File: config.mk
export PLATFORM = sky130hd
export DESIGN_NAME = bdma_window
export DESIGN_NICKNAME = d
export VERILOG_FILES = /design/src/rtl/bdma_pkg.sv /design/src/rtl/bdma_fifo.sv /design/src/rtl/bdma_addr.sv /design/src/rtl/bdma_irq.sv /design/src/rtl/bdma_window.sv
export SDC_FILE = /design/constraint.sdc
export NUM_CORES = 1
export LEC_CHECK = 0
export ABC_AREA = 1
export CAP_MARGIN = 20
export CORE_MARGIN = 5
export CORE_UTILIZATION = 40
export CTS_CLUSTER_SIZE = 25
export DETAILED_ROUTE_END_ITERATION = 8
export SETUP_SLACK_MARGIN = 0.15
export SYNTH_ARGS = -nofsm -noshare
export SYNTH_HDL_FRONTEND = slang
export SYNTH_SLANG_ARGS = --single-unit
File: constraint.sdc
create_clock -name clk -period 3 [get_ports clk]
set_input_delay 0.6 -clock clk [delete_from_list [all_inputs] [get_ports clk]]
set_output_delay 0.6 -clock clk [all_outputs]
set_load 0.01 [all_outputs]
File: src/rtl/bdma_pkg.sv
package bdma_pkg;
   timeunit 1ns;
   timeprecision 1ps;

   typedef enum logic [2:0] {
      SEL_ADDR_LO = 3'd0,
      SEL_ADDR_HI = 3'd1,
      SEL_STAT_EN = 3'd2,
      SEL_SIG_EN  = 3'd3,
      SEL_STATUS  = 3'd4
   } reg_sel_e;

   localparam int ST_W      = 8;
   localparam int ST_WRDY   = 0;
   localparam int ST_RDRDY  = 1;
   localparam int ST_DONE   = 2;
   localparam int ST_ERR    = 4;
   localparam int ST_DMA    = 6;

   // bits that exist in the status word (bit 5 is reserved)
   localparam logic [ST_W-1:0] ST_IMPL = 8'hDF;
   // bits whose events come from outside the block
   localparam logic [ST_W-1:0] ST_EXT  = 8'h98;

   localparam logic [1:0] DMA_RUN = 2'd2;
endpackage

File: src/rtl/bdma_fifo.sv
module bdma_fifo #(
   parameter int DEPTH = 16,
   parameter int DW    = 8
) (
   input  logic                         clk,
   input  logic                         rst_n,
   input  logic                         push,
   input  logic [DW-1:0]                wdata,
   input  logic                         pop,
   output logic [DW-1:0]                rdata,
   output logic [$clog2(DEPTH+1)-1:0]   count,
   output logic                         empty,
   output logic                         full
);
   timeunit 1ns;
   timeprecision 1ps;

   localparam int PW = $clog2(DEPTH);
   localparam int CW = $clog2(DEPTH+1);

   if (DEPTH < 2 || (DEPTH & (DEPTH - 1)) != 0) begin : g_bad_depth
      $error("bdma_fifo: DEPTH must be a power of two of at least 2");
   end

   logic [DW-1:0] store [DEPTH];
   logic [PW-1:0] wp, rp;
   logic          do_push, do_pop;

   assign empty   = (count == '0);
   assign full    = (count == CW'(DEPTH));
   assign do_push = push & ~full;
   assign do_pop  = pop & ~empty;
   assign rdata   = store[rp];

   always_ff @(posedge clk) begin
      if (do_push) store[wp] <= wdata;
   end

   always_ff @(posedge clk or negedge rst_n) begin
      if (!rst_n) begin
         wp    <= '0;
         rp    <= '0;
         count <= '0;
      end else begin
         if (do_push) wp <= wp + PW'(1);
         if (do_pop)  rp <= rp + PW'(1);
         case ({do_push, do_pop})
            2'b10:   count <= count + CW'(1);
            2'b01:   count <= count - CW'(1);
            default: ;
         endcase
      end
   end
endmodule

File: src/rtl/bdma_addr.sv
module bdma_addr #(
   parameter int AW      = 64,
   parameter int BSEL_W  = 3,
   parameter int BASE    = 12
) (
   input  logic              clk,
   input  logic              rst_n,
   input  logic              lo_we,
   input  logic              hi_we,
   input  logic [31:0]       wdata,
   input  logic              step,
   input  logic              bnd_en,
   input  logic [BSEL_W-1:0] bnd_sel,
   output logic [AW-1:0]     addr,
   output logic              stopped,
   output logic              hit
);
   timeunit 1ns;
   timeprecision 1ps;

   localparam int HI_W = AW - 32;

   if (AW <= 32 || AW > 64) begin : g_bad_aw
      $error("bdma_addr: AW must lie in 33..64");
   end
   if (BASE + (1 << BSEL_W) - 1 > AW) begin : g_bad_window
      $error("bdma_addr: largest window exceeds the address width");
   end

   logic [HI_W-1:0] hi_q;
   logic [31:0]     lo_q;
   logic [AW-1:0]   mask;

   // run of ones, BASE + bnd_sel long
   assign mask = (AW'(1) << (BASE + int'(bnd_sel))) - AW'(1);
   assign hit  = step & bnd_en & ((addr & mask) == mask);

   always_ff @(posedge clk or negedge rst_n) begin
      if (!rst_n) begin
         hi_q    <= '0;
         lo_q    <= '0;
         addr    <= '0;
         stopped <= 1'b0;
      end else begin
         if (lo_we) begin
            lo_q <= wdata;
            addr <= {hi_q, wdata};
         end else if (hi_we) begin
            hi_q <= wdata[HI_W-1:0];
            addr <= {wdata[HI_W-1:0], lo_q};
         end else if (step) begin
            addr <= addr + AW'(1);
         end

         if (lo_we)    stopped <= 1'b0;
         else if (hit) stopped <= 1'b1;
      end
   end


   stop_after_hit_chk: assert property (@(posedge clk) disable iff (!rst_n)
      hit && !lo_we |=> stopped);
endmodule

File: src/rtl/bdma_irq.sv
module bdma_irq
   import bdma_pkg::*;
(
   input  logic            clk,
   input  logic            rst_n,
   input  logic            en_we,
   input  logic            sig_we,
   input  logic            clr_we,
   input  logic [ST_W-1:0] wdata,
   input  logic [ST_W-1:0] evt,
   input  logic            wr_ok,
   input  logic            rd_ok,
   output logic [ST_W-1:0] status,
   output logic            irq
);
   timeunit 1ns;
   timeprecision 1ps;

   logic [ST_W-1:0] en_q, sig_q, lvl;

   assign lvl = ST_W'({rd_ok, wr_ok});

   always_ff @(posedge clk or negedge rst_n) begin
      if (!rst_n) begin
         en_q  <= '0;
         sig_q <= '0;
      end else begin
         if (en_we)  en_q  <= wdata & ST_IMPL;
         if (sig_we) sig_q <= wdata & ST_IMPL;
      end
   end

   for (genvar b = 0; b < ST_W; b++) begin : g_bit
      logic bit_q;
      if (b == ST_WRDY || b == ST_RDRDY) begin : g_level
         always_ff @(posedge clk or negedge rst_n) begin
            if (!rst_n) bit_q <= 1'b0;
            else        bit_q <= en_q[b] & lvl[b];
         end
      end else if (ST_IMPL[b]) begin : g_sticky
         always_ff @(posedge clk or negedge rst_n) begin
            if (!rst_n)                  bit_q <= 1'b0;
            else if (evt[b] & en_q[b])   bit_q <= 1'b1;
            else if (clr_we & wdata[b])  bit_q <= 1'b0;
         end
      end else begin : g_rsvd
         assign bit_q = 1'b0;
      end
      assign status[b] = bit_q;
   end

   assign irq = |(status & sig_q);


   done_gate_chk: assert property (@(posedge clk) disable iff (!rst_n)
      $rose(status[ST_DONE]) |-> $past(en_q[ST_DONE]));


   clear_err_chk: assert property (@(posedge clk) disable iff (!rst_n)
      clr_we && wdata[ST_ERR] && !(evt[ST_ERR] && en_q[ST_ERR]) |=> !status[ST_ERR]);
endmodule

File: src/rtl/bdma_window.sv
module bdma_window
   import bdma_pkg::*;
#(
   parameter int AW       = 64,
   parameter int DEPTH    = 16,
   parameter int PKT_W    = 11,
   parameter int BSEL_W   = 3,
   parameter int BND_BASE = 12
) (
   input  logic                        clk,
   input  logic                        rst_n,
   input  logic                        reg_we,
   input  logic [2:0]                  reg_sel,
   input  logic [31:0]                 reg_wdata,
   input  logic [1:0]                  dma_mode,
   input  logic [BSEL_W:0]             bnd_cfg,
   input  logic [PKT_W-1:0]            pkt_size,
   input  logic                        op_start,
   input  logic                        op_to_mem,
   input  logic [7:0]                  ext_evt,
   input  logic                        loc_push,
   input  logic [7:0]                  loc_wdata,
   input  logic                        loc_pop,
   output logic [7:0]                  loc_rdata,
   output logic [$clog2(DEPTH+1)-1:0]  buf_level,
   output logic                        mem_req,
   output logic                        mem_we,
   output logic [AW-1:0]               mem_addr,
   output logic [7:0]                  mem_wdata,
   input  logic                        mem_gnt,
   input  logic [7:0]                  mem_rdata,
   output logic                        busy_o,
   output logic [7:0]                  status_o,
   output logic                        irq_o
);
   timeunit 1ns;
   timeprecision 1ps;

   localparam int CW = $clog2(DEPTH+1);

   if (PKT_W > 31) begin : g_bad_pkt
      $error("bdma_window: PKT_W too wide");
   end

   reg_sel_e       sel;
   logic           lo_we, hi_we;
   logic           busy_q, dir_q;
   logic           f_push, f_pop, f_empty, f_full;
   logic [7:0]     f_wdata, f_rdata;
   logic [CW-1:0]  f_count;
   logic           dma_stop, dma_hit, run, xfer;
   logic           own_push, own_pop, op_done;
   logic [ST_W-1:0] evt;
   logic [31:0]    free32, occ32, pkt32;

   assign sel   = reg_sel_e'(reg_sel);
   assign lo_we = reg_we && sel == SEL_ADDR_LO;
   assign hi_we = reg_we && sel == SEL_ADDR_HI;

   // buffer side ownership: the engine owns the side it moves bytes on
   assign own_push = busy_q & ~dir_q;
   assign own_pop  = busy_q &  dir_q;

   assign run     = busy_q && (dma_mode == DMA_RUN) && !dma_stop;
   assign mem_req = run & (dir_q ? ~f_empty : ~f_full);
   assign mem_we  = dir_q;
   assign mem_wdata = dir_q ? f_rdata : 8'h00;
   assign xfer    = mem_req & mem_gnt;

   assign f_push  = own_push ? xfer : loc_push;
   assign f_wdata = own_push ? mem_rdata : loc_wdata;
   assign f_pop   = own_pop ? xfer : loc_pop;
   assign loc_rdata = f_rdata;
   assign buf_level = f_count;

   bdma_fifo #(.DEPTH(DEPTH), .DW(8)) u_buf (
      .clk   (clk),
      .rst_n (rst_n),
      .push  (f_push),
      .wdata (f_wdata),
      .pop   (f_pop),
      .rdata (f_rdata),
      .count (f_count),
      .empty (f_empty),
      .full  (f_full)
   );

   bdma_addr #(.AW(AW), .BSEL_W(BSEL_W), .BASE(BND_BASE)) u_addr (
      .clk     (clk),
      .rst_n   (rst_n),
      .lo_we   (lo_we),
      .hi_we   (hi_we),
      .wdata   (reg_wdata),
      .step    (xfer),
      .bnd_en  (bnd_cfg[BSEL_W]),
      .bnd_sel (bnd_cfg[BSEL_W-1:0]),
      .addr    (mem_addr),
      .stopped (dma_stop),
      .hit     (dma_hit)
   );

   // operation control
   assign op_done = busy_q & (dir_q ? f_empty : f_full);

   always_ff @(posedge clk or negedge rst_n) begin
      if (!rst_n) begin
         busy_q <= 1'b0;
         dir_q  <= 1'b1;
      end else if (op_done) begin
         busy_q <= 1'b0;
      end else if (op_start && !busy_q) begin
         busy_q <= 1'b1;
         dir_q  <= op_to_mem;
      end
   end
   assign busy_o = busy_q;

   // packet-ready levels
   assign free32 = 32'(CW'(DEPTH) - f_count);
   assign occ32  = 32'(f_count);
   assign pkt32  = 32'(pkt_size);

   assign evt = (ext_evt & ST_EXT) | {1'b0, dma_hit, 3'b000, op_done, 2'b00};

   bdma_irq u_irq (
      .clk    (clk),
      .rst_n  (rst_n),
      .en_we  (reg_we && sel == SEL_STAT_EN),
      .sig_we (reg_we && sel == SEL_SIG_EN),
      .clr_we (reg_we && sel == SEL_STATUS),
      .wdata  (reg_wdata[ST_W-1:0]),
      .evt    (evt),
      .wr_ok  (free32 >= pkt32),
      .rd_ok  ((occ32 >= pkt32) && (pkt32 != 32'd0)),
      .status (status_o),
      .irq    (irq_o)
   );


   mode_gate_chk: assert property (@(posedge clk) disable iff (!rst_n)
      mem_req |-> (dma_mode == DMA_RUN) && busy_q);


   stop_quiet_chk: assert property (@(posedge clk) disable iff (!rst_n)
      dma_stop |-> !mem_req);


   req_hold_chk: assert property (@(posedge clk) disable iff (!rst_n)
      mem_req && !mem_gnt && !reg_we |=> $stable(mem_addr));


   addr_step_chk: assert property (@(posedge clk) disable iff (!rst_n)
      xfer && !reg_we |=> mem_addr == $past(mem_addr) + AW'(1));
endmodule

==> Word level (Yosys, flattened, before mapping) <==
Memory sizes are Yosys's and may differ from the RTL's.
Index checks and enable logic that the tools add are counted.
W data, S select, Z words.
{ "op_classes": {"reduce_logical": 26, "order_cmp": 2, "add_sub_neg": 8, "bitwise": 29, "muxes": 26, "n_shift": 1, "n_eq_ne": 9} }
{ "op_table": {"columns": ["operator", "count"], "rows": [
  ["$mux W64", 3],
  ["$add A64 B1 Y64 const B", 1],
  ["$and A64 B64 Y64", 1],
  ["$eq A64 B64 Y1", 1],
  ["$shl A1 B32 Y64 const A", 1],
  ["$sub A64 B2 Y64 const B", 1],
  ["$ge A32 B11 Y1", 1],
  ["$reduce_bool A32 Y1", 1],
  ["$and A1 B1 Y1", 21],
  ["$mux W1", 20],
  ["$mux W8", 2],
  ["$reduce_bool A2 Y1", 8],
  ["$ge A5 B11 Y1", 1],
  ["$pmux W5 S2", 1],
  ["$logic_and A1 B1 Y1", 9],
  ["$add A4 B1 Y4 const B", 2],
  ["$and A8 B8 Y8", 1],
  ["$or A8 B7 Y8", 1],
  ["$reduce_or A8 Y1", 1],
  ["$eq A3 B2 Y1 const B", 2],
  ["$sub A5 B5 Y6 const A", 1],
  ["$add A4 B3 Y5 const A", 1],
  ["$add A5 B1 Y5 const B", 1],
  ["$eq A5 B5 Y1 const B", 1],
  ["other kinds (11)", 18]
]} }
{ "totals": {"ramBits": 128, "n_memories": 1, "reg_bits": 165, "output_inout_bits": 97} }
{ "mem_list": {"columns": ["memory", "depth", "word_bits", "read_ports", "rd_clocked_by_memory_dff", "wr", "line_no", "text"], "rows": [
  ["u_buf.store", 16, 8, 1, 0, 1, "bdma_fifo.sv:25", "logic [DW-1:0] store [DEPTH];"]
]} }

==> Longest topological paths before layout <==
{ "logic_depth": {"ltp_word": 10, "mapped_depth": 21, "depth_no_buf": 21} }

==> By module <==
From an unflattened synthesis, not the netlist that was laid out.
{ "hier_totals": {"cells_unflattened": 2016, "hier_area_um2": 15808.9} }
{ "modules_own_cells": {"columns": ["mod", "n_inst", "seq_area_each_um2", "area_each_um2", "cells_per_inst"], "rows": [
  ["bdma_addr", 1, 3228.1, 7770.0, 1137],
  ["bdma_fifo", 1, 4169.0, 6231.0, 621],
  ["bdma_irq", 1, 525.5, 929.6, 112],
  ["bdma_window", 1, 51.3, 878.3, 146]
]} }

==> Worst setup path before layout <==
No wires, ideal clock.
{ "synth_path": {"path_type": "reg2reg", "start": "register u_buf.count[0]", "end": "register u_buf.count[4]", "stages_incl_launch_ff": 22, "setup_time_ns": 0.079, "period_less_slack_ns": 3.047, "setup_slack_ns": -0.047, "arrival_ns": 2.968, "required_ns": 2.921, "n_path_buf": 0, "cell_sequence": "dfrtp_1 > inv_1 > ha_1 > nand2_1 > nor2_1 > ha_1 > nand2_1 > nand2_2 > nor3_4 > nand2_2 > nand3_1 > nand2_1 > inv_1 > ha_1 > inv_1 > fa_1 > nor2_1 > a211oi_1 > nand2_1 > nand2_1 > nor2_1 > xor2_1"} }
{ "synth_via": {"elab_chain_len": 9, "word_cells_on_any_way": 17, "classes_between": "add/sub: 2; eq/ne: 3; mux: 4; bitwise: 6; reduce/logical: 2"} }
{ "synth_lines": {"columns": ["element", "line_no", "text"], "rows": [
  ["start, declared", "bdma_fifo.sv:11", "output logic [$clog2(DEPTH+1)-1:0] count,"],
  ["start signal, assigned", "bdma_fifo.sv:48", "2'b10: count <= count + CW'(1);"],
  ["start signal, assigned", "bdma_fifo.sv:49", "2'b01: count <= count - CW'(1);"],
  ["$eq A5 B5 Y1 / $logic_not A5 Y1 (equally long branches)", "bdma_fifo.sv:30, bdma_fifo.sv:29", null],
  ["$not A1 Y1", "bdma_window.sv:65", "assign mem_req = run & (dir_q ? ~f_empty : ~f_full);"],
  ["$mux W1 (*)", "bdma_window.sv:65", null],
  ["$and A1 B1 Y1 (*)", "bdma_window.sv:65", null],
  ["via mem_req", "bdma_window.sv:26", "output logic mem_req,"],
  ["$and A1 B1 Y1 (*)", "bdma_window.sv:68", "assign xfer = mem_req & mem_gnt;"],
  ["$mux W1 (*)", "bdma_window.sv:72", "assign f_pop = own_pop ? xfer : loc_pop;"],
  ["$and A1 B1 Y1 (*)", "bdma_fifo.sv:32", "assign do_pop = pop & ~empty;"],
  ["via u_buf.do_pop", "bdma_fifo.sv:27", "logic do_push, do_pop;"],
  ["$eq A2 B1 Y1 / $eq A2 B2 Y1 (equally long branches)", "bdma_fifo.sv:47", "case ({do_push, do_pop})"],
  ["$pmux W5 S2 / $reduce_bool A2 Y1 (equally long branches)", null, null]
]} }
Mark *: on every way through the listed nets, which the timed path passes. The rest lies on a longest branch.
A chain may end at the register's enable or synchronous reset.

==> Worst setup path in the final report <==
{ "layout_path": {"start": "register u_buf.rp[0]", "end": "output loc_rdata[5]"} }
{ "layout_via": {"elab_chain_len": 1} }
{ "layout_lines": {"columns": ["element", "line_no", "text"], "rows": [
  ["start, declared", "bdma_fifo.sv:26", "logic [PW-1:0] wp, rp;"],
  ["start signal, assigned", "bdma_fifo.sv:46", "if (do_pop) rp <= rp + PW'(1);"],
  ["$mem_v2 Z16 W8", null, null],
  ["end, declared", "bdma_window.sv:24", "output logic [7:0] loc_rdata,"]
]} }
Every way passes these cells.

==> results.json <==
{
  "overflow": 0,
  "drive_above_1_share_pct": 12.06,
  "cts_htree_levels": 2,
  "p_leak_nw": 8.332,
  "crit_slowest_cell": "dfrtp_2",
  "tightest_slew_ns": 1.022,
  "criticalPathCategory": "flip-flop to output port",
  "syn-cell-area_um2": 15620,
  "cts.sinks": 293,
  "n_antenna_cell": 0,
  "cts_made_buffers": 35,
  "synth.distinct_cells": 53,
  "hold_viol_final": 0,
  "rows": 72,
  "totalWireLength_um": 50960,
  "fmax_mhz": 339.8,
  "syn2layout_area_growth_pct": 27.03,
  "powerDensity_nw_per_um2": 994.4,
  "synth_area_leaders": "dfrtp_1, edfxtp_1, nand2_1",
  "die_h_um": 207.6,
  "synth_top_area_share_pct": 26.28,
  "finalCritPeriodShare_pct": 98.10,
  "io_buffers": 174,
  "track_usage_pct": 22.97,
  "fin_crit_ns": 2.943,
  "slew_violations": 0,
  "io_pins": 181,
  "start_util_pct": 40.41,
  "syn_avg_cell_area_um2": 8.384,
  "fill_cells": 3615,
  "first_iter_violations": 1222,
  "seq_area_frac_synth_pct": 51.05,
  "avgViaCountPerCell": 5.279,
  "drt-met1-wl_um": 23290,
  "maxCapViolCount": 0,
  "vdd_drop_max_v": 0.0005586,
  "fin_hold_ws_ns": 0.02615,
  "met2_wirelength_um": 22880,
  "status": "finished clean",
  "wl_met3_um": 3771,
  "fin_skew_ns": 0.01853,
  "synth_cells": 1863,
  "highest_layer": "met4",
  "antenna_found_initial": 0,
  "yosys.area.top_type": "dfrtp_1",
  "cts_max_path_buffers": 3,
  "max-slew-margin-rel_pct": 31.87,
  "synth_edf_count": 128,
  "max_stage_delay_ns": 0.49,
  "die_w_um": 207.6,
  "ys_top_cells_by_count": "nand2_1, nor2_1, o21ai_0, dfrtp_1, inv_1",
  "ys_warn_count": 0,
  "grt_pass1_vias": 13360,
  "grt_pass1_wl_um": 78200,
  "die_area_um2": 43100,
  "synthArstFlopShare_pct": 56.31,
  "setup_tns_ns": 0,
  "dominantRegCellSynth": "dfrtp_1",
  "hpwl_um": 34870,
  "drc": 0,
  "worst_ep_arrival_time_ns": 2.34,
  "finalSetupViolations": 0,
  "cts_root_buf": "clkbuf_16",
  "detail-route-antenna-nets": 0,
  "cp_max_fo": 10,
  "clk_pin_slew_ns": 0.06,
  "finalNetCount": 2195,
  "hp-class": "input port to async pin",
  "via_count": 13860,
  "cts_tree": "built",
  "rsz0062_at_grt": "yes",
  "cp.required_ns": 2.40,
  "startpoint_type": "flip-flop",
  "fin_util_pct": 51.34,
  "synthMostInstantiatedCell": "nand2_1",
  "cp_cell_sequence": "buf_4, bufbuf_16, mux2i_1, o22ai_1, o211ai_1, nand2_1, clkdlybuf4s15_2",
  "dr.pass1.iters": 8,
  "core_um2": 38650,
  "grt_max_degree": 118,
  "routedWlPerCell_um": 19.41,
  "ys_seq_elements": 293,
  "clk_latency_ns": 0.56,
  "cp-end-kind": "output port",
  "gp_congestion": 0.9537
}
layout make-up:
type / count / area [µm²] / area share [%]
timing repair buffer: 261 / 2640 / 13.31
sequential: 293 / 7979 / 40.22
clock inverter: 15 / 186.4 / 0.9396
multi-input combinational: 1335 / 6863 / 34.59
inverter: 155 / 589.3 / 2.970
clock buffer: 48 / 934.6 / 4.711
tap: 518 / 648.1 / 3.267
stage by stage:
step / setup WS [ns] / cells / power (mW) / cell area, µm²
after floorplan: 0.1566 / 1864 / 10.87 / 15660
after global placement: 0.1147 / 2523 / 14.47 / 18100
after detailed placement: 0.09717 / 2523 / 14.62 / 18100
after CTS: 0.002836 / 2612 / 19.51 / 19640
after global routing: -0.04624 / 2625 / 20.97 / 19840
final: 0.05691 / 2625 / 19.73 / 19840
placed cells by master (no fill, tap or decap), types with 5 or more instances in the layout:
cell type        Yosys  routed
edfxtp_1           128     128
nand4_1             20      20
o221ai_1             7       5
nand3_1             60      57
clkbuf_1            32      12
xnor2_1             19      19
ha_1                29      23
o21ai_1              8      15
mux2i_1             19      14
o211ai_1            33      33
xor2_1              24      24
mux2i_2              0       5
nor3_1               9       9
inv_1              144     140
buf_4                8      64
nor2_1             234     225
clkinv_1             2       5
a21oi_1             95      94
clkbuf_16            0      35
buf_12               0      11
o21ai_0            176     167
or2_2                5       5
inv_2                9      10
ha_4                 0       6
nand2_1            498     493
dfrtp_1            164     160
nor2_4               7      10
a31oi_1             14      14
clkdlybuf4s50_1      0     156
o22ai_1             13      10
o21bai_1             6       6
nand2_2             12      16
nor2_2              12      18
buf_2               31      13
state kept, by name (all words and copies together), names as in the netlist:
name and count:
u_buf.store 128, u_addr.addr 64, u_addr.hi_q 32, u_addr.lo_q 32, u_irq.en_q 7, u_irq.g_bit.bit_q 7, u_irq.sig_q 7, u_buf.count 5
u_buf.rp 4, u_buf.wp 4, busy_o 1, mem_we 1, u_addr.stopped 1
critical path: cells and delay by family, from the launching register on:
kind / cells / cell delay [ns]
mux: 1 / 0.23
buf+inv: 3 / 0.65
flops: 1 / 0.49
simple gates: 1 / 0.08
compound gates: 2 / 0.33
layer usage:
layer  GRT usage [%]  vias up
met1           33.77     6669
met3           4.776       68
met2           35.17      505
met5               0        -
li1                -     6615
met4           5.335        0
cell families (layout without fill, tap and decap cells):
logic type	after synthesis	in the layout	synth area share, %
AO/OA/AOI/OAI	362	362	12.81
XOR/XNOR	43	43	2.411
adder cells (fa/ha/maj)	30	30	2.451
buffers and inverters	236	479	6.401
flip-flops	293	293	51.05
multiplexers	19	19	1.218
other	2	3	0.04808
AND/OR/NAND/NOR	878	878	23.61
power breakdown:
group / switching [mW] / internal, mW
Sequential: 1.24 / 5.39
Combinational: 4.99 / 3.88
Clock: 1.76 / 2.48
Total: 7.98 / 11.7
worst paths after layout:
| kind | from | end | slack [ns] | cells past startpoint |
|---|---|---|---|---|
| min in group clk | u_addr.lo_q[3] | u_addr.lo_q[3] | 0.47 | 2 |
| worst max-delay path | u_buf.rp[0] | loc_rdata[5] | 0.06 | 7 |
| worst min register to register | u_addr.lo_q[3] | u_addr.lo_q[3] | 0.47 | 2 |
| max in group asynchronous | rst_n | mem_we | 2.22 | 2 |
| worst max register to register | u_buf.count[1] | u_buf.count[4] | 0.30 | 21 |
| worst min-delay path | rst_n | u_addr.hi_q[17] | 0.03 | 1 |
timing repair:
action,4_1_cts,5_1_grt
buffers inserted,19,13
pin swaps,16,32
gates resized for setup,71,54
cloned,7,0
hold buffers,0,0
endpoints found under the setup margin,17,20
Note: power is estimated with default switching activity, not from simulation.
